File: src/rtl/dmapp_pkg.sv
package dmapp_pkg;

  localparam int DATA_W = 16;
  localparam int BE_W   = DATA_W / 8;

  localparam logic [2:0] SEL_CTRL = 3'd0;
  localparam logic [2:0] SEL_PRIM = 3'd1;
  localparam logic [2:0] SEL_SEC  = 3'd2;
  localparam logic [2:0] SEL_PER  = 3'd3;
  localparam logic [2:0] SEL_CNT  = 3'd4;

  typedef enum logic [1:0] {
    AM_POSTINC = 2'b00,
    AM_FIXED   = 2'b01,
    AM_PERIND  = 2'b10,
    AM_RSVD    = 2'b11
  } amode_t;

  typedef enum logic [1:0] {
    ST_IDLE = 2'd0,
    ST_RD   = 2'd1,
    ST_WR   = 2'd2
  } xst_t;

  typedef struct packed {
    logic [1:0] opmode;   // [1] ping-pong, [0] one-shot
    amode_t     amode;
    logic       nullw;
    logic       half;
    logic       to_per;
    logic       byte_sz;
    logic       en;
  } ctrl_t;

  localparam int CTRL_W = $bits(ctrl_t);

endpackage

File: src/rtl/dmapp_regs.sv
module dmapp_regs
  import dmapp_pkg::*;
#(
  parameter int ADDR_W  = 32,
  parameter int CNT_W   = 14,
  parameter int PADDR_W = 16,
  parameter int CFG_W   = 32
) (
  input  logic               clk,
  input  logic               rst_n,
  input  logic               cfg_we,
  input  logic [2:0]         cfg_sel,
  input  logic [CFG_W-1:0]   cfg_wdata,
  input  logic               auto_clr,
  output ctrl_t              ctrl,
  output logic               ctrl_wr,
  output logic [ADDR_W-1:0]  prim,
  output logic [ADDR_W-1:0]  sec,
  output logic [PADDR_W-1:0] per_cfg,
  output logic [CNT_W-1:0]   cnt_cfg
);

  assign ctrl_wr = cfg_we && (cfg_sel == SEL_CTRL);

  always_ff @(posedge clk or negedge rst_n) begin
    if (!rst_n) begin
      ctrl <= '0;
    end else if (ctrl_wr) begin
      ctrl <= ctrl_t'(cfg_wdata[CTRL_W-1:0]);
    end else if (auto_clr) begin
      ctrl.en <= 1'b0;
    end
  end

  always_ff @(posedge clk or negedge rst_n) begin
    if (!rst_n) begin
      prim    <= '0;
      sec     <= '0;
      per_cfg <= '0;
      cnt_cfg <= '0;
    end else if (cfg_we) begin
      case (cfg_sel)
        SEL_PRIM: prim    <= cfg_wdata[ADDR_W-1:0];
        SEL_SEC:  sec     <= cfg_wdata[ADDR_W-1:0];
        SEL_PER:  per_cfg <= cfg_wdata[PADDR_W-1:0];
        SEL_CNT:  cnt_cfg <= cfg_wdata[CNT_W-1:0];
        default:  ;
      endcase
    end
  end

endmodule

File: src/rtl/dmapp_addr_gen.sv
module dmapp_addr_gen
  import dmapp_pkg::*;
#(
  parameter int ADDR_W = 32,
  parameter int OFS_W  = 16
) (
  input  logic [ADDR_W-1:0] prim,
  input  logic [ADDR_W-1:0] sec,
  input  logic              buf_sel,
  input  amode_t            amode,
  input  logic [ADDR_W-1:0] lin_ofs,
  input  logic [OFS_W-1:0]  ofs_q,
  output logic [ADDR_W-1:0] ram_addr
);

  logic [ADDR_W-1:0] base;
  logic [ADDR_W-1:0] ofs_ext;
  logic [ADDR_W-1:0] delta;

  assign base = buf_sel ? sec : prim;

  generate
    if (OFS_W >= ADDR_W) begin : g_ofs_trunc
      assign ofs_ext = ofs_q[ADDR_W-1:0];
    end else begin : g_ofs_ext
      assign ofs_ext = {{(ADDR_W-OFS_W){1'b0}}, ofs_q};
    end
  endgenerate

  always_comb begin
    case (amode)
      AM_POSTINC: delta = lin_ofs;
      AM_PERIND:  delta = ofs_ext;
      default:    delta = '0;
    endcase
  end

  assign ram_addr = base + delta;

endmodule

File: src/rtl/dmapp_engine.sv
module dmapp_engine
  import dmapp_pkg::*;
#(
  parameter int ADDR_W  = 32,
  parameter int CNT_W   = 14,
  parameter int OFS_W   = 16,
  parameter int PADDR_W = 16
) (
  input  logic               clk,
  input  logic               rst_n,
  input  logic               en,
  input  logic               byte_sz,
  input  logic               to_per,
  input  logic               half,
  input  logic               nullw,
  input  logic [1:0]         opmode,
  input  logic               ctrl_wr,
  input  logic [CNT_W-1:0]   cnt_cfg,
  input  logic [PADDR_W-1:0] per_cfg,
  input  logic               addr_lsb,
  input  logic               req_valid,
  output logic               req_ready,
  input  logic [OFS_W-1:0]   req_ofs,
  output logic [OFS_W-1:0]   ofs_q,
  output logic [ADDR_W-1:0]  lin_ofs,
  output logic               buf_sel,
  output logic               ram_valid,
  input  logic               ram_ready,
  output logic               ram_we,
  output logic [BE_W-1:0]    ram_be,
  output logic [DATA_W-1:0]  ram_wdata,
  input  logic [DATA_W-1:0]  ram_rdata,
  output logic               per_valid,
  input  logic               per_ready,
  output logic               per_we,
  output logic [PADDR_W-1:0] per_addr,
  output logic [DATA_W-1:0]  per_wdata,
  input  logic [DATA_W-1:0]  per_rdata,
  output logic               blk_irq,
  output logic               auto_clr
);

  localparam int HALF_W = DATA_W / 2;

  xst_t              state;
  logic [DATA_W-1:0] data_q;
  logic              ram_done, per_done;
  logic [CNT_W-1:0]  xfer_cnt;
  logic              irq_q;

  logic              null_on, need_ram_wr, need_per_wr;
  logic              ram_ok, per_ok, xfer_done, blk_end, half_pt;
  logic              pingpong, oneshot;
  logic [ADDR_W-1:0] step;
  logic [DATA_W-1:0] rd_ram_item, rd_per_item;

  assign pingpong    = opmode[1];
  assign oneshot     = opmode[0];
  assign null_on     = nullw && !to_per;
  assign need_ram_wr = !to_per;
  assign need_per_wr = to_per || null_on;
  assign step        = byte_sz ? ADDR_W'(1) : ADDR_W'(2);

  // source side byte-lane steering
  always_comb begin
    if (byte_sz) begin
      rd_ram_item = {{HALF_W{1'b0}}, addr_lsb ? ram_rdata[DATA_W-1:HALF_W] : ram_rdata[HALF_W-1:0]};
      rd_per_item = {{HALF_W{1'b0}}, per_rdata[HALF_W-1:0]};
    end else begin
      rd_ram_item = ram_rdata;
      rd_per_item = per_rdata;
    end
  end

  // bus request generation
  assign req_ready = (state == ST_IDLE) && en;
  assign ram_valid = ((state == ST_RD) && to_per) ||
                     ((state == ST_WR) && need_ram_wr && !ram_done);
  assign per_valid = ((state == ST_RD) && !to_per) ||
                     ((state == ST_WR) && need_per_wr && !per_done);
  assign ram_we    = (state == ST_WR);
  assign per_we    = (state == ST_WR);
  assign per_addr  = per_cfg;
  assign per_wdata = null_on ? '0 : data_q;
  assign ram_wdata = byte_sz ? {data_q[HALF_W-1:0], data_q[HALF_W-1:0]} : data_q;
  assign ram_be    = byte_sz ? (addr_lsb ? 2'b10 : 2'b01) : 2'b11;

  // completion of the destination phase
  assign ram_ok    = !need_ram_wr || ram_done || ram_ready;
  assign per_ok    = !need_per_wr || per_done || per_ready;
  assign xfer_done = (state == ST_WR) && ram_ok && per_ok;
  assign blk_end   = (xfer_cnt == cnt_cfg);
  assign half_pt   = (xfer_cnt == (cnt_cfg >> 1));
  assign auto_clr  = xfer_done && blk_end && oneshot && (!pingpong || buf_sel);
  assign blk_irq   = irq_q;

  always_ff @(posedge clk or negedge rst_n) begin
    if (!rst_n) begin
      state    <= ST_IDLE;
      data_q   <= '0;
      ram_done <= 1'b0;
      per_done <= 1'b0;
      ofs_q    <= '0;
    end else begin
      case (state)
        ST_IDLE: begin
          if (req_valid && req_ready) begin
            ofs_q <= req_ofs;
            state <= ST_RD;
          end
        end
        ST_RD: begin
          ram_done <= 1'b0;
          per_done <= 1'b0;
          if (to_per && ram_ready) begin
            data_q <= rd_ram_item;
            state  <= ST_WR;
          end else if (!to_per && per_ready) begin
            data_q <= rd_per_item;
            state  <= ST_WR;
          end
        end
        ST_WR: begin
          if (xfer_done) begin
            state <= ST_IDLE;
          end else begin
            ram_done <= ram_done || (ram_valid && ram_ready);
            per_done <= per_done || (per_valid && per_ready);
          end
        end
        default: state <= ST_IDLE;
      endcase
    end
  end

  // progress through the block and the buffer pair
  always_ff @(posedge clk or negedge rst_n) begin
    if (!rst_n) begin
      xfer_cnt <= '0;
      lin_ofs  <= '0;
      buf_sel  <= 1'b0;
    end else if (ctrl_wr) begin
      xfer_cnt <= '0;
      lin_ofs  <= '0;
      buf_sel  <= 1'b0;
    end else if (xfer_done) begin
      if (blk_end) begin
        xfer_cnt <= '0;
        lin_ofs  <= '0;
        if (pingpong) buf_sel <= !buf_sel;
      end else begin
        xfer_cnt <= xfer_cnt + CNT_W'(1);
        lin_ofs  <= lin_ofs + step;
      end
    end
  end

  always_ff @(posedge clk or negedge rst_n) begin
    if (!rst_n) irq_q <= 1'b0;
    else        irq_q <= xfer_done && (half ? half_pt : blk_end);
  end

endmodule

File: src/rtl/dma_pp_chan.sv
module dma_pp_chan
  import dmapp_pkg::*;
#(
  parameter int ADDR_W  = 32,
  parameter int CNT_W   = 14,
  parameter int OFS_W   = 16,
  parameter int PADDR_W = 16
) (
  input  logic               clk,
  input  logic               rst_n,
  input  logic               cfg_we,
  input  logic [2:0]         cfg_sel,
  input  logic [31:0]        cfg_wdata,
  input  logic               req_valid,
  output logic               req_ready,
  input  logic [OFS_W-1:0]   req_ofs,
  output logic               ram_valid,
  input  logic               ram_ready,
  output logic               ram_we,
  output logic [ADDR_W-1:0]  ram_addr,
  output logic [1:0]         ram_be,
  output logic [15:0]        ram_wdata,
  input  logic [15:0]        ram_rdata,
  output logic               per_valid,
  input  logic               per_ready,
  output logic               per_we,
  output logic [PADDR_W-1:0] per_addr,
  output logic [15:0]        per_wdata,
  input  logic [15:0]        per_rdata,
  output logic               blk_irq,
  output logic               chan_en,
  output logic               buf_sel
);

  ctrl_t              ctrl_q;
  logic               ctrl_wr;
  logic               auto_clr;
  logic [ADDR_W-1:0]  prim, sec, lin_ofs;
  logic [PADDR_W-1:0] per_cfg;
  logic [CNT_W-1:0]   cnt_cfg;
  logic [OFS_W-1:0]   ofs_q;

  assign chan_en = ctrl_q.en;

  dmapp_regs #(
    .ADDR_W(ADDR_W), .CNT_W(CNT_W), .PADDR_W(PADDR_W), .CFG_W(32)
  ) u_regs (
    .clk(clk), .rst_n(rst_n), .cfg_we(cfg_we), .cfg_sel(cfg_sel),
    .cfg_wdata(cfg_wdata), .auto_clr(auto_clr), .ctrl(ctrl_q),
    .ctrl_wr(ctrl_wr), .prim(prim), .sec(sec), .per_cfg(per_cfg),
    .cnt_cfg(cnt_cfg)
  );

  dmapp_addr_gen #(
    .ADDR_W(ADDR_W), .OFS_W(OFS_W)
  ) u_agen (
    .prim(prim), .sec(sec), .buf_sel(buf_sel), .amode(ctrl_q.amode),
    .lin_ofs(lin_ofs), .ofs_q(ofs_q), .ram_addr(ram_addr)
  );

  dmapp_engine #(
    .ADDR_W(ADDR_W), .CNT_W(CNT_W), .OFS_W(OFS_W), .PADDR_W(PADDR_W)
  ) u_eng (
    .clk(clk), .rst_n(rst_n), .en(ctrl_q.en), .byte_sz(ctrl_q.byte_sz),
    .to_per(ctrl_q.to_per), .half(ctrl_q.half), .nullw(ctrl_q.nullw),
    .opmode(ctrl_q.opmode), .ctrl_wr(ctrl_wr), .cnt_cfg(cnt_cfg),
    .per_cfg(per_cfg), .addr_lsb(ram_addr[0]), .req_valid(req_valid),
    .req_ready(req_ready), .req_ofs(req_ofs), .ofs_q(ofs_q),
    .lin_ofs(lin_ofs), .buf_sel(buf_sel), .ram_valid(ram_valid),
    .ram_ready(ram_ready), .ram_we(ram_we), .ram_be(ram_be),
    .ram_wdata(ram_wdata), .ram_rdata(ram_rdata), .per_valid(per_valid),
    .per_ready(per_ready), .per_we(per_we), .per_addr(per_addr),
    .per_wdata(per_wdata), .per_rdata(per_rdata), .blk_irq(blk_irq),
    .auto_clr(auto_clr)
  );

endmodule

File: config.mk
export PLATFORM = sky130hd
export DESIGN_NAME = dma_pp_chan
export DESIGN_NICKNAME = d
export VERILOG_FILES = /design/src/rtl/dmapp_pkg.sv /design/src/rtl/dmapp_regs.sv /design/src/rtl/dmapp_addr_gen.sv /design/src/rtl/dmapp_engine.sv /design/src/rtl/dma_pp_chan.sv
export SDC_FILE = /design/constraint.sdc
export NUM_CORES = 1
export LEC_CHECK = 0
export ABC_CLOCK_PERIOD_IN_PS = 4610
export BUFFER_PORTS_ARGS = -buffer_cell sky130_fd_sc_hd__buf_2
export CAP_MARGIN = 20
export CELL_PAD_IN_SITES_DETAIL_PLACEMENT = 1
export CELL_PAD_IN_SITES_GLOBAL_PLACEMENT = 1
export CORE_UTILIZATION = 25
export CTS_BUF_LIST = sky130_fd_sc_hd__clkbuf_4
export DETAILED_ROUTE_END_ITERATION = 10
export PLACE_DENSITY_LB_ADDON = 0.1
export SLEW_MARGIN = 20
export SYNTH_ARGS = -nofsm -noshare
export SYNTH_HDL_FRONTEND = slang
export SYNTH_SLANG_ARGS = --single-unit
File: constraint.sdc
create_clock -name clk -period 4.61 [get_ports clk]
set_clock_uncertainty 0.15 [all_clocks]
set_input_delay 0.2305 -clock clk [delete_from_list [all_inputs] [get_ports clk]]
set_output_delay 0.2305 -clock clk [all_outputs]
set_load 0.005 [all_outputs]
### Word-level counts from Yosys, hierarchy flattened

Cells that the tools add are included.

* flip-flop bits (word level): 187
* input port bits: 89
* output and inout port bits: 90
* logic and storage cells: 124

* add/sub/neg operators: 3
* equality and inequality tests: 13
* mux-type cells: 34
* reductions and logical operators: 54

Operators by type and width (count)
* $mux 32: 4
* $mux 16: 6
* $add 32x32->32: 2
* $pmux 32 s2: 1
* $mux 14: 3
* $logic_and 1x1->1: 20
* $add 14x1->14 const B: 1
* $eq 14x13->1: 1
* $eq 14x14->1: 1
* $mux 2: 7
* $reduce_and 2->1: 7
* $reduce_bool 2->1: 6
* $logic_or 1x1->1: 10
* $mux 1: 9
* $mux 8: 1
* $eq 3x2->1 const B: 2
* $logic_not 1->1: 6
* $pmux 2 s3: 1
* $reduce_and 3->1: 2
* $eq 2x2->1 const B: 2
* $logic_not 2->1: 2
* $ne 2x2->1 const B: 2
* $pmux 1 s2: 2
* $eq 3x1->1 const B: 1
* 5 further kinds: 5

### Depth between registers and ports, before layout

Gate-level depths: netlist (run 1).

* depth in word-level cells: 12
* gate-level depth with buffers: 13

### Cells and area by module

A second synthesis (run 1) with hierarchy kept.

* cell total of the unflattened synthesis: 1075
* area, all modules: 11602.4 um^2

Modules (own cells, without submodules)
* dmapp_engine: instances 1, cells each 540, area an instance 5088.6 um^2
* dmapp_regs: instances 1, cells each 224, area an instance 4201.5 um^2
* dmapp_addr_gen: instances 1, cells each 311, area an instance 2312.2 um^2

### Least setup slack after synthesis (run 1)

OpenSTA, ideal clock, no wires.

* path type: register to output
* start: reg u_eng.buf_sel
* end: out ram_addr[30]
* arrival time: 3166 ps
* data required time: 4229 ps
* slack: 1063 ps
* cell stages (with the launch flop): 12
* path buffers: 2
* cell sequence: dfrtp_1 clkbuf_1 clkbuf_1 mux2_2 fa_1 a21oi_1 o21ai_1 a41o_1 o31a_1 o31a_1 a31oi_1 xnor2_1

* longest elaborated chain between the ends: 2

Ends and longest elaborated chain
* start: declaration: line dmapp_engine.sv:26 `output logic buf_sel,`
* start signal: assignment: line dmapp_engine.sv:150 `if (pingpong) buf_sel <= !buf_sel;`
* $mux 32: line dmapp_addr_gen.sv:20 `assign base = buf_sel ? sec : prim;`
* $add 32x32->32: line dmapp_addr_gen.sv:38 `assign ram_addr = base + delta;`
* end: declaration: line dma_pp_chan.sv:20 `output logic [ADDR_W-1:0] ram_addr,`

No other way between the ends.

### Worst setup path after layout (run 1)

Same ends and word-level chain as after synthesis.

==> metrics.md, run 1 <==
| Metric | Value |
|---|---|
| Seq/Total Area, Yosys | 42.9% |
| Compound-Gate Fraction of Synth Area | 9.75% |
| CP startpoint kind | flop |
| CP arrival | 4.01 ns |
| Largest family of logic cells by synthesized area | multiplexers |
| Share of layout cells above drive strength 1 | 29.8% |
| Setup TNS | 0 ns |
| Pwr dens | 456 mW/mm² |
| DRT antenna net count | 0 |
| Maximum buffer depth of the clock tree | 2 |
| Most used DFF post-synth | dfrtp_1 |
| Clk pin slew, worst setup/hold paths | 0.17 ns |
| Fin nets | 1,424 |
| Routability Congestion | 0.797 |
| IO buf count | 178 |
| Final instance area | 0.0136 mm² |
| Setup-failing EPs final | 0 |
| Area of the die | 0.0445 mm² |
| Post-synth net total | 1,189 |
| Sw frac | 38.5% |
| Status | completed |
| Synth Area in Adders | 4.27% |
| Tmin final | 4.39 ns |
| Clk sinks | 187 |
| Least-Margin Pin Slew | 1.06 ns |
| Synth async-reset ratio | 100% |
| Post-DP HPWL | 25,100 µm |
| Number of flops mapped to enable cells by yosys | 0 |
| Cts bufs inserted | 17 |
| Synth Instances | 1,064 |
| Vias | 8,754 |
| Std-Cell Rows | 76 |
| # IOs | 179 |
| Reg power frac | 38.0% |
| Comb pwr share | 42.9% |
| CTS tree | yes |
| Final wirelength | 34,900 µm |
| Wire per inst | 18.4 µm |
| Core ar. | 0.0431 mm² |
| Final Hold Viols | 0 |
| Initial Util | 25.3% |
| VDD IR max | 0.183 mV |
| Fmax | 228 MHz |
| DRT Pass-1 Iters | 6 |
| All-Layer GR Usage | 16.3% |
| Die width | 211 µm |
| Root Buffer | clkbuf_4 |
| Max Cap Viol | 0 |
| Chip height | 211 µm |
| Final worst path period share | 95.3% |
| Leakage Power | 6.19 nW |
| Util after Layout | 31.7% |
| Clk pwr share | 19.1% |
| Commonest cells after routing, fill and taps aside | dfrtp_1 (185), buf_2 (177), mux2_2 (149) |
| Worst hold-check path type | input port to async pin |
| First-pass GRT wire length | 55,300 µm |
| Placed cell areas | 0.0124 mm² |
| Slew headroom | 29.3% |
| Yosys warnings | 0 |
| Area of the mapped netlist | 0.0109 mm² |
| Final hold slack | 0.0329 ns |
| Xor-xnor portion of the synthesized cell area | 7.47% |
| Post-Synth Simple-Gate Area | 14.6% |
| Vias in the first global route | 9,244 |
| Worst-Skew Late Latency | 0.65 ns |
| Vias per cell | 4.61 |
| Number of remaining DRC errors | 0 |
| Yosys cell types | 62 |
| Max-slew violations | 0 |
| Fill cells | 4,917 |
| Avg Cell Area, Syn | 10.3 µm² |
| Largest net degree at the start of global routing | 98 |
| Commonest non-fill, non-tap cell in the layout | dfrtp_1 |
| Internal | 3.82 mW |
| Switching pwr | 2.39 mW |
| H-tree depth | 4 |
| Setup CP Type | flop to primary output |
| Post-synthesis register bit count | 187 |
| Area delta synth->final | 25.0% |
| Drt initial violations | 310 |
| Global route total overflow | 0 |
| CP Data Required Time | 4.23 ns |
| CP max FO | 5 |
| Mux contribution to synthesized area | 17.8% |
| Unrepaired setup endpoints after global routing | no |
| Initial antenna violation count | 1 |
| CP Capture Type | primary output |
==> worst max-delay path: stages, from the launching register on <==
cell	delay (ns)
dfrtp_2	0.47
mux2_2	0.36
ha_1	0.23
fa_1	0.41
a21oi_1	0.21
o21ai_1	0.13
a41o_1	0.34
o31a_1	0.32
o31a_1	0.31
a31oi_1	0.25
xnor2_1	0.17
buf_2	0.15
==> cell type report <==
| type | count | area [µm²] | area share [%] |
|---|---|---|---|
| diodes | 2 | 5.00 | 0.0367 |
| clock buffers | 17 | 128 | 0.936 |
| clock inverters | 15 | 244 | 1.79 |
| inverters | 13 | 48.8 | 0.358 |
| multi-input cells | 800 | 5890 | 43.2 |
| flip-flops and latches | 187 | 4680 | 34.3 |
| well taps | 585 | 732 | 5.37 |
| repair buffers | 280 | 1910 | 14.0 |
==> cell usage after synthesis (all sizes together), types with 3 or more instances <==
library cell	count	area share, %
xor2	50	4.0
o21bai	7	0.48
dfrtp	187	43
nor2b	7	0.40
clkbuf	37	1.3
nor4	7	0.54
mux2i	26	2.4
ha	34	3.9
or3	9	0.52
and2	34	1.9
nand2b	7	0.40
nor3	14	0.69
nand3	35	1.7
o21a	8	0.55
nand4	17	1.0
o211ai	5	0.34
buf	27	1.5
inv	13	0.45
o31ai	11	0.76
xnor2	43	3.5
mux2	149	15
o41ai	3	0.24
and4	3	0.26
and3	11	0.63
a21o	6	0.41
nand2	97	3.3
o21ai	48	2.2
a21oi	53	2.5
a211oi	5	0.34
nor2	82	2.8
o22ai	3	0.17
==> registers in the layout (all words and copies together) (netlist names) <==
| name | flops |
|---|---|
| u_regs.per_cfg | 16 |
| u_regs.cnt_cfg | 14 |
| u_eng.xfer_cnt | 14 |
| u_eng.ofs_q | 16 |
| u_eng.state | 2 |
| u_eng.ram_done | 1 |
| u_regs.prim | 32 |
| u_eng.per_done | 1 |
| u_eng.lin_ofs | 32 |
| u_regs.sec | 32 |
| u_eng.blk_irq | 1 |
| u_regs.ctrl | 9 |
| u_eng.data_q | 16 |
| u_eng.buf_sel | 1 |
==> worst paths after layout <==
check                                                from                              to  slack, ns  depth (start not counted)
hold / removal                                      rst_n    u_eng.data_q[15]$_DFFE_PN0P_       0.03                          2
setup / recovery                u_eng.buf_sel$_DFFE_PN0P_                    ram_addr[30]       0.22                         11
hold reg to reg            u_regs.per_cfg[12]$_DFFE_PN0P_  u_regs.per_cfg[12]$_DFFE_PN0P_       0.37                          1
min in group clk                               cfg_sel[1]      u_regs.ctrl[0]$_DFFE_PN0P_       0.09                          4
max in group asynchronous                           rst_n      u_regs.sec[13]$_DFFE_PN0P_       3.13                          3
setup reg to reg                u_eng.buf_sel$_DFFE_PN0P_     u_eng.data_q[5]$_DFFE_PN0P_       1.50                          8
==> power by group through the flow <==
stage                     clock (mW)  combinational, mW  sequential, mW
after floorplan                    0               1.73            2.24
after global placement             0               2.62            2.39
final                           1.19               2.67            2.36
after detailed placement           0               2.62            2.40
after CTS                       1.26               2.72            2.37
after global routing            1.31               2.98            2.42
==> routing by layer <==
layer	share of wire, %	track usage (%)
met2	46	25.8
met1	50	23.2
met3	2.6	2.33
met4	1.1	4.42
met5	0	0
==> cells by family (layout without fill, tap and decap cells) <==
logic type,count (synthesis),in the layout
and+or+nand+nor,328,328
DFF,187,187
muxes,175,175
AOI/OAI and AO/OA,168,168
xor gates and xnor gates,93,93
buffers and inverters,77,325
adders and majority gates,36,36
other,0,2
==> through the flow <==
step                      instances  total power, mW  worst slack (ns)
final                          1899             6.21             0.217
after global routing           1899             6.71          0.000335
after CTS                      1895             6.34            0.0350
after detailed placement       1776             5.02             0.790
after global placement         1776             5.01             0.795
after floorplan                1064             3.96              1.06
==> repair_timing <==
action	in CTS	in global routing
endpoints found under the setup margin	4	6
hold buffers	87	0
setup buffers	0	2
pin swaps	0	1
resized for setup	3	2
gates cloned	0	0
endpoints found under the hold margin	230	0
No activity file was read; power rests on OpenSTA's default activity.
==> inputs of run 2 (changes only) <==
--- a/config.mk
+++ b/config.mk
@@ -19,2 +19,3 @@
 export SYNTH_HDL_FRONTEND = slang
+export SYNTH_HIERARCHICAL = 1
 export SYNTH_SLANG_ARGS = --single-unit
==> constraint.sdc (replaced) <==
create_clock -name clk -period 4.61 [get_ports clk]
set_clock_uncertainty 0.15 [all_clocks]
set_input_delay 0.922 -clock clk [delete_from_list [all_inputs] [get_ports clk]]
set_output_delay 0.922 -clock clk [all_outputs]
set_load 0.005 [all_outputs]
==> run 2 against run 1 <==
  * The run now ends with negative setup slack left
  * Area after synthesis up 6.3%
  * Utilization is 0.31 points higher
  * Global-route usage grew 0.84 points
  * Register-to-register slack got worse by 0.07 ns
  * Routed wire length is 12% higher
==> metrics.md, run 2 <==
| Metric | Value |
|---|---|
| Post-synthesis register bit count | 187 |
| CP Data Required Time | 3.54 ns |
| Largest net degree at the start of global routing | 82 |
| Final setup margin | -0.318 ns |
| # IOs | 179 |
| Sw frac | 40.1% |
| Design Power | 6.35 mW |
| Final Hold Viols | 0 |
| Largest regs | u_eng/lin_ofs (32), u_regs/prim (32), u_regs/sec (32) |
| Std-Cell Rows | 78 |
| Inst Count DP | 1,798 |
| Reg power frac | 37.6% |
| Clk pin slew, worst setup/hold paths | 0.17 ns |
| Least-Margin Pin Slew | 0.810 ns |
| First-pass GRT wire length | 61,000 µm |
| Unrepaired setup endpoints after global routing | yes |
| Vias per cell | 4.79 |
| DRT antenna net count | 0 |
| WP buf/inv | 5 |
| Area of the mapped netlist | 0.0116 mm² |
| Setup-failing EPs final | 19 |
| Post-DP HPWL | 27,500 µm |
| Initial antenna violation count | 4 |
| Vias | 9,010 |
| Commonest cells in the synthesized netlist | dfrtp_1 (187), mux2_2 (88), nand2_1 (77), mux2_4 (70), nor2_1 (62) |
| Synth async-reset ratio | 100% |
| DP Worst Slack | 0.185 ns |
| CP arrival | 3.86 ns |
| Critical path, cell by cell | buf_6 > buf_12 > buf_4 > mux2_4 > ha_4 > and2_4 > nor2b_4 > buf_6 > a211oi_4 > o211a_4 > o21ai_4 > a211o_1 > xor2_1 > buf_2 |
| Final wirelength | 38,900 µm |
| CP startpoint kind | flop |
| Commonest cells after routing, fill and taps aside | dfrtp_1 (186), buf_2 (177), mux2_4 (83) |
| Internal | 3.80 mW |
| Max Cap Viol | 0 |
| Yosys cell types | 80 |
| Failing checks | negative setup slack |
| Synth area leaders | dfrtp_1 (40%), mux2_4 (9.1%), mux2_2 (8.5%) |
| Cts bufs inserted | 17 |
| Setup CP Type | flop to primary output |
| Setup TNS | -3.48 ns |
| Final hold slack | 0.232 ns |
| Worst hold-check path type | input port to flop |
| VDD IR max | 0.211 mV |
| Avg Cell Area, Syn | 10.8 µm² |
| Commonest non-fill, non-tap cell in the layout | dfrtp_1 |
| Post-synth net total | 1,200 |
| Wire per inst | 20.7 µm |
| Clk pwr share | 14.2% |
| Yosys warnings | 6 |
| IO buf count | 178 |
| Slew headroom | 45.6% |
| Core ar. | 0.0456 mm² |
| Die width | 217 µm |
| Most frequent cell after synthesis | dfrtp_1 |
| Maximum buffer depth of the clock tree | 2 |
| Number of remaining DRC errors | 0 |
| Area of the die | 0.0473 mm² |
| Delay-heaviest family, CP | compound AO/OA/AOI/OAI gates |
| Area delta synth->final | 25.6% |
| Global route total overflow | 0 |
| Fin nets | 1,388 |
| Slowest stage cell, crit path | dfrtp_2 |
| H-tree depth | 4 |
| Post-synth top area share | 40.3% |
| Routability Congestion | 0.784 |
| Seq/Total Area, Yosys | 40.3% |
| Switching pwr | 2.55 mW |
| Chip height | 217 µm |
| Pwr dens | 436 mW/mm² |
| CP max FO | 8 |
| Synth Instances | 1,075 |
| Most used DFF post-synth | dfrtp_1 |
| Clk sinks | 187 |
| Final cell count without fillers | 1,881 |
| DRT Pass-1 Iters | 4 |
| Max-slew violations | 0 |
| Vias in the first global route | 9,786 |
| CP Capture Type | primary output |
| Comb pwr share | 48.1% |
| Status | finished, violations left |
| Leakage Power | 6.48 nW |
| Tmin final | 4.93 ns |
| Root Buffer | clkbuf_4 |
| Cell taking the most area after synthesis | dfrtp_1 |
| Worst-Skew Late Latency | 0.77 ns |
| Fmax | 203 MHz |
| Most used cell, CP | buf_6 |
| Final worst path period share | 107% |
| Drt initial violations | 404 |
| Slowest Stage Delay on Critical Path | 0.48 ns |
| Initial Util | 25.5% |
| CTS tree | yes |
| Share of layout cells above drive strength 1 | 43.4% |
| All-Layer GR Usage | 17.2% |
| Number of flops mapped to enable cells by yosys | 0 |
-- run 2: stage by stage --
stage,util (%),area [µm²]
after CTS,31.4,14300
after global placement,28.5,13000
after floorplan,-,11600
after global routing,31.9,14600
final,32.0,14600
after detailed placement,28.5,13000
-- run 2: routing by layer --
| layer | GRT usage (%) | part of all wire, % |
|---|---|---|
| met5 | 0 | 0 |
| met4 | 5.75 | 1.9 |
| met3 | 3.00 | 2.9 |
| met2 | 27.8 | 47 |
| met1 | 23.0 | 48 |
-- run 2: path summary, 6_finish.rpt --
check	start	end	slack, ns	depth (start not counted)
max in group asynchronous	rst_n	u_regs/sec[30]$_DFFE_PN0P_	2.74	3
setup reg to reg	u_regs/ctrl[1]$_DFFE_PN0P_	u_eng/lin_ofs[26]$_DFFE_PN0P_	1.43	8
hold reg to reg	u_eng/data_q[15]$_DFFE_PN0P_	u_eng/data_q[15]$_DFFE_PN0P_	0.37	2
hold / removal	req_ofs[4]	u_eng/ofs_q[4]$_DFFE_PN0P_	0.23	2
min in group asynchronous	rst_n	u_regs/sec[10]$_DFFE_PN0P_	0.52	2
setup / recovery	u_eng/buf_sel$_DFFE_PN0P_	ram_addr[27]	-0.32	14
-- run 2: final cells by class --
type                    instances  area (µm²)
fillers                      5038       31000
multi-input cells             791        7180
flip-flops and latches        187        4680
repair buffers                250        1640
well taps                     600         751
clock buffers                  17         128
clock inverters                15         116
inverters                      16        60.1
diodes                          5        12.5
-- run 2: kinds of logic after synthesis --
group	synth area share, %
xor+xnor	5.89
flops	40.3
buf+inv	4.97
fa+ha+maj	4.01
compound gates	11.5
simple gates	13.5
mux	19.8
-- run 2: repair_timing --
| action | in CTS | in global routing |
|---|---|---|
| pin swaps | 56 | 33 |
| setup buffers | 36 | 14 |
| gates resized for setup | 119 | 39 |
| hold buffers | 1 | 0 |
| cloned | 3 | 0 |
| endpoints found under the setup margin | 24 | 24 |
| hold endpoints to repair | 58 | 0 |
-- run 2: power groups by stage --
stage | logic [mW] | registers, mW | clock network [mW]
2_1_floorplan | 1.72 | 2.25 | 0
3_3_place_gp | 2.50 | 2.43 | 0
3_5_place_dp | 2.52 | 2.43 | 0
4_1_cts | 2.97 | 2.40 | 0.976
5_1_grt | 3.35 | 2.46 | 1.03
6_report | 3.06 | 2.39 | 0.902
==> inputs of run 3 (changes only) <==
CORE_UTILIZATION = 47   (was 25)
PLACE_DENSITY = 0.84   (was default)
PLACE_DENSITY_LB_ADDON = default   (was 0.1)
SKIP_CTS_REPAIR_TIMING = 1   (was default)
==> run 3 against run 2 <==
  * The flow still finishes with violations (negative setup slack)
  * Largest power group unchanged
  * Critical path type unchanged
  * Sequential share of layout area increased by 2.5 points
  * Flip-flop and latch count did not move
  * Cell count fell by 17%
==> metrics.md, run 3 (synthesis gave the netlist of run 2 again) <==
| Metric | Value |
|---|---|
| Max Cap Viol | 0 |
| Initial Util | 47.8% |
| Share of layout cells above drive strength 1 | 39.3% |
| Post-DP HPWL | 24,100 µm |
| Worst hold-check path type | input port to async pin |
| Core ar. | 0.0242 mm² |
| Pwr dens | 469 mW/mm² |
| Initial antenna violation count | 2 |
| Status | finished, violations left |
| CP Data Required Time | 3.54 ns |
| Clk sinks | 187 |
| Commonest non-fill, non-tap cell in the layout | dfrtp_1 |
| Clk pin slew, worst setup/hold paths | 0.19 ns |
| Area of the die | 0.0253 mm² |
| Vias | 9,491 |
| CP startpoint kind | flop |
| CTS tree | yes |
| Wire per inst | 24.0 µm |
| Routability Congestion | 0.897 |
| Setup-failing EPs final | 16 |
| First-pass GRT wire length | 52,300 µm |
| Max-slew violations | 0 |
| VDD IR max | 0.230 mV |
| R2R Path Start | u_regs/ctrl[1]$_DFFE_PN0P_ |
| Die width | 159 µm |
| Maximum buffer depth of the clock tree | 2 |
| Number of remaining DRC errors | 0 |
| Design Power | 6.34 mW |
| Final Hold Viols | 0 |
| Tmin final | 4.84 ns |
| CP arrival | 3.77 ns |
| DRT Pass-1 Iters | 5 |
| Least-Margin Pin Slew | 1.10 ns |
| Setup TNS | -1.94 ns |
| Largest regs | u_eng/lin_ofs (32), u_regs/prim (32), u_regs/sec (32) |
| CP max FO | 4 |
| Util after Layout | 55.8% |
| Area delta synth->final | 16.6% |
| Met1 Resource Use GR | 33.1% |
| GR Util met2 | 45.8% |
| DRT antenna net count | 0 |
| Commonest cells after routing, fill and taps aside | dfrtp_1 (184), buf_2 (177), mux2_2 (84) |
| Std-Cell Rows | 57 |
| Failing checks | negative setup slack |
| Final wirelength | 37,600 µm |
| Worst-Skew Late Latency | 0.62 ns |
| Final setup margin | -0.233 ns |
| Final instance area | 0.0135 mm² |
| Vias in the first global route | 9,638 |
| IO buf count | 178 |
| Setup crit start | u_eng/buf_sel$_DFFE_PN0P_ |
| Met3 Track Usage GR | 3.49% |
| Leakage Power | 6.14 nW |
| Unrepaired setup endpoints after global routing | yes |
| All-Layer GR Usage | 26.0% |
| Slew headroom | 26.9% |
| Global route total overflow | 0 |
| Root Buffer | clkbuf_4 |
| # IOs | 179 |
| Largest net degree at the start of global routing | 99 |
| Placed cell areas | 0.0126 mm² |
| Fmax | 206 MHz |
| GR peak layer | met2 |
| Vias per cell | 6.06 |
| Drt initial violations | 667 |
| Final worst path period share | 105% |
| H-tree depth | 4 |
| CP Capture Type | primary output |
| Fin nets | 1,353 |
| Setup CP Type | flop to primary output |
| DP Worst Slack | 0.138 ns |
| Chip height | 159 µm |
| Cts bufs inserted | 17 |
[run 3: changes by cell type in the layout (fill, tap and decap cells not counted), moves of 5 or more]
cell | before | now
buf_6 | 14 | 0
mux2_2 | 75 | 84
mux2_4 | 83 | 74
xor2_1 | 44 | 49
buf_4 | 47 | 33
o21ai_0 | 32 | 37
xnor2_1 | 21 | 29
clkinvlp_4 | 5 | 0
nand2_1 | 70 | 77
xnor2_2 | 6 | 0
xor2_2 | 5 | 0
nand2_2 | 5 | 0
a21oi_1 | 43 | 48
[run 3: worst paths after layout]
kind                                                  endpoint  slack (ns)  depth (start not counted)
worst max-delay path                              ram_addr[18]       -0.23                         11
worst min-delay path            u_regs/per_cfg[11]$_DFFE_PN0P_        0.20                          1
worst max register to register   u_eng/lin_ofs[24]$_DFFE_PN0P_        1.51                          8
worst min register to register  u_regs/per_cfg[14]$_DFFE_PN0P_        0.37                          1
max in group asynchronous          u_eng/ofs_q[14]$_DFFE_PN0P_        3.11                          2
min in group clk                u_regs/per_cfg[14]$_DFFE_PN0P_        0.37                          1
[run 3: final cells by class]
cell class	instances	area (µm²)
Fill cell	2671	10700
Multi-Input combinational cell	791	6860
Inverter	16	60.1
Tap cell	324	405
Clock inverter	14	149
Sequential cell	187	4680
Timing Repair Buffer	215	1230
Clock buffer	18	135
Antenna cell	1	2.50
[run 3: per-layer routing]
| metal | vias to the layer above | wire [µm] |
|---|---|---|
| met5 | - | 0 |
| met2 | 333 | 19500 |
| met4 | 0 | 1240 |
| met3 | 83 | 1600 |
| met1 | 4906 | 15300 |
| li1 | 4169 | - |
[run 3: worst max-delay path: stages, from the launching register on]
cell and delay (ns):
dfrtp_2 0.51, mux2_4 0.34, ha_4 0.19, fa_2 0.39, a21o_1 0.23, a221oi_4 0.42
a2bb2oi_4 0.23, o21ai_1 0.16, a31oi_2 0.28, o21ai_1 0.12, xnor2_1 0.17, buf_2 0.13
[run 3: report_power, final]
part	switching, mW	internal [mW]
clock network	0.660	0.300
logic	1.52	1.45
registers	0.400	2.02
total	2.58	3.77
[run 3: stage by stage]
stage                     hold slack [ns]  std cells
after global routing                0.248       1566
after global placement              0.326       1515
after detailed placement            0.337       1515
after CTS                           0.207       1547
after floorplan                     0.308       1075
final                               0.203       1566
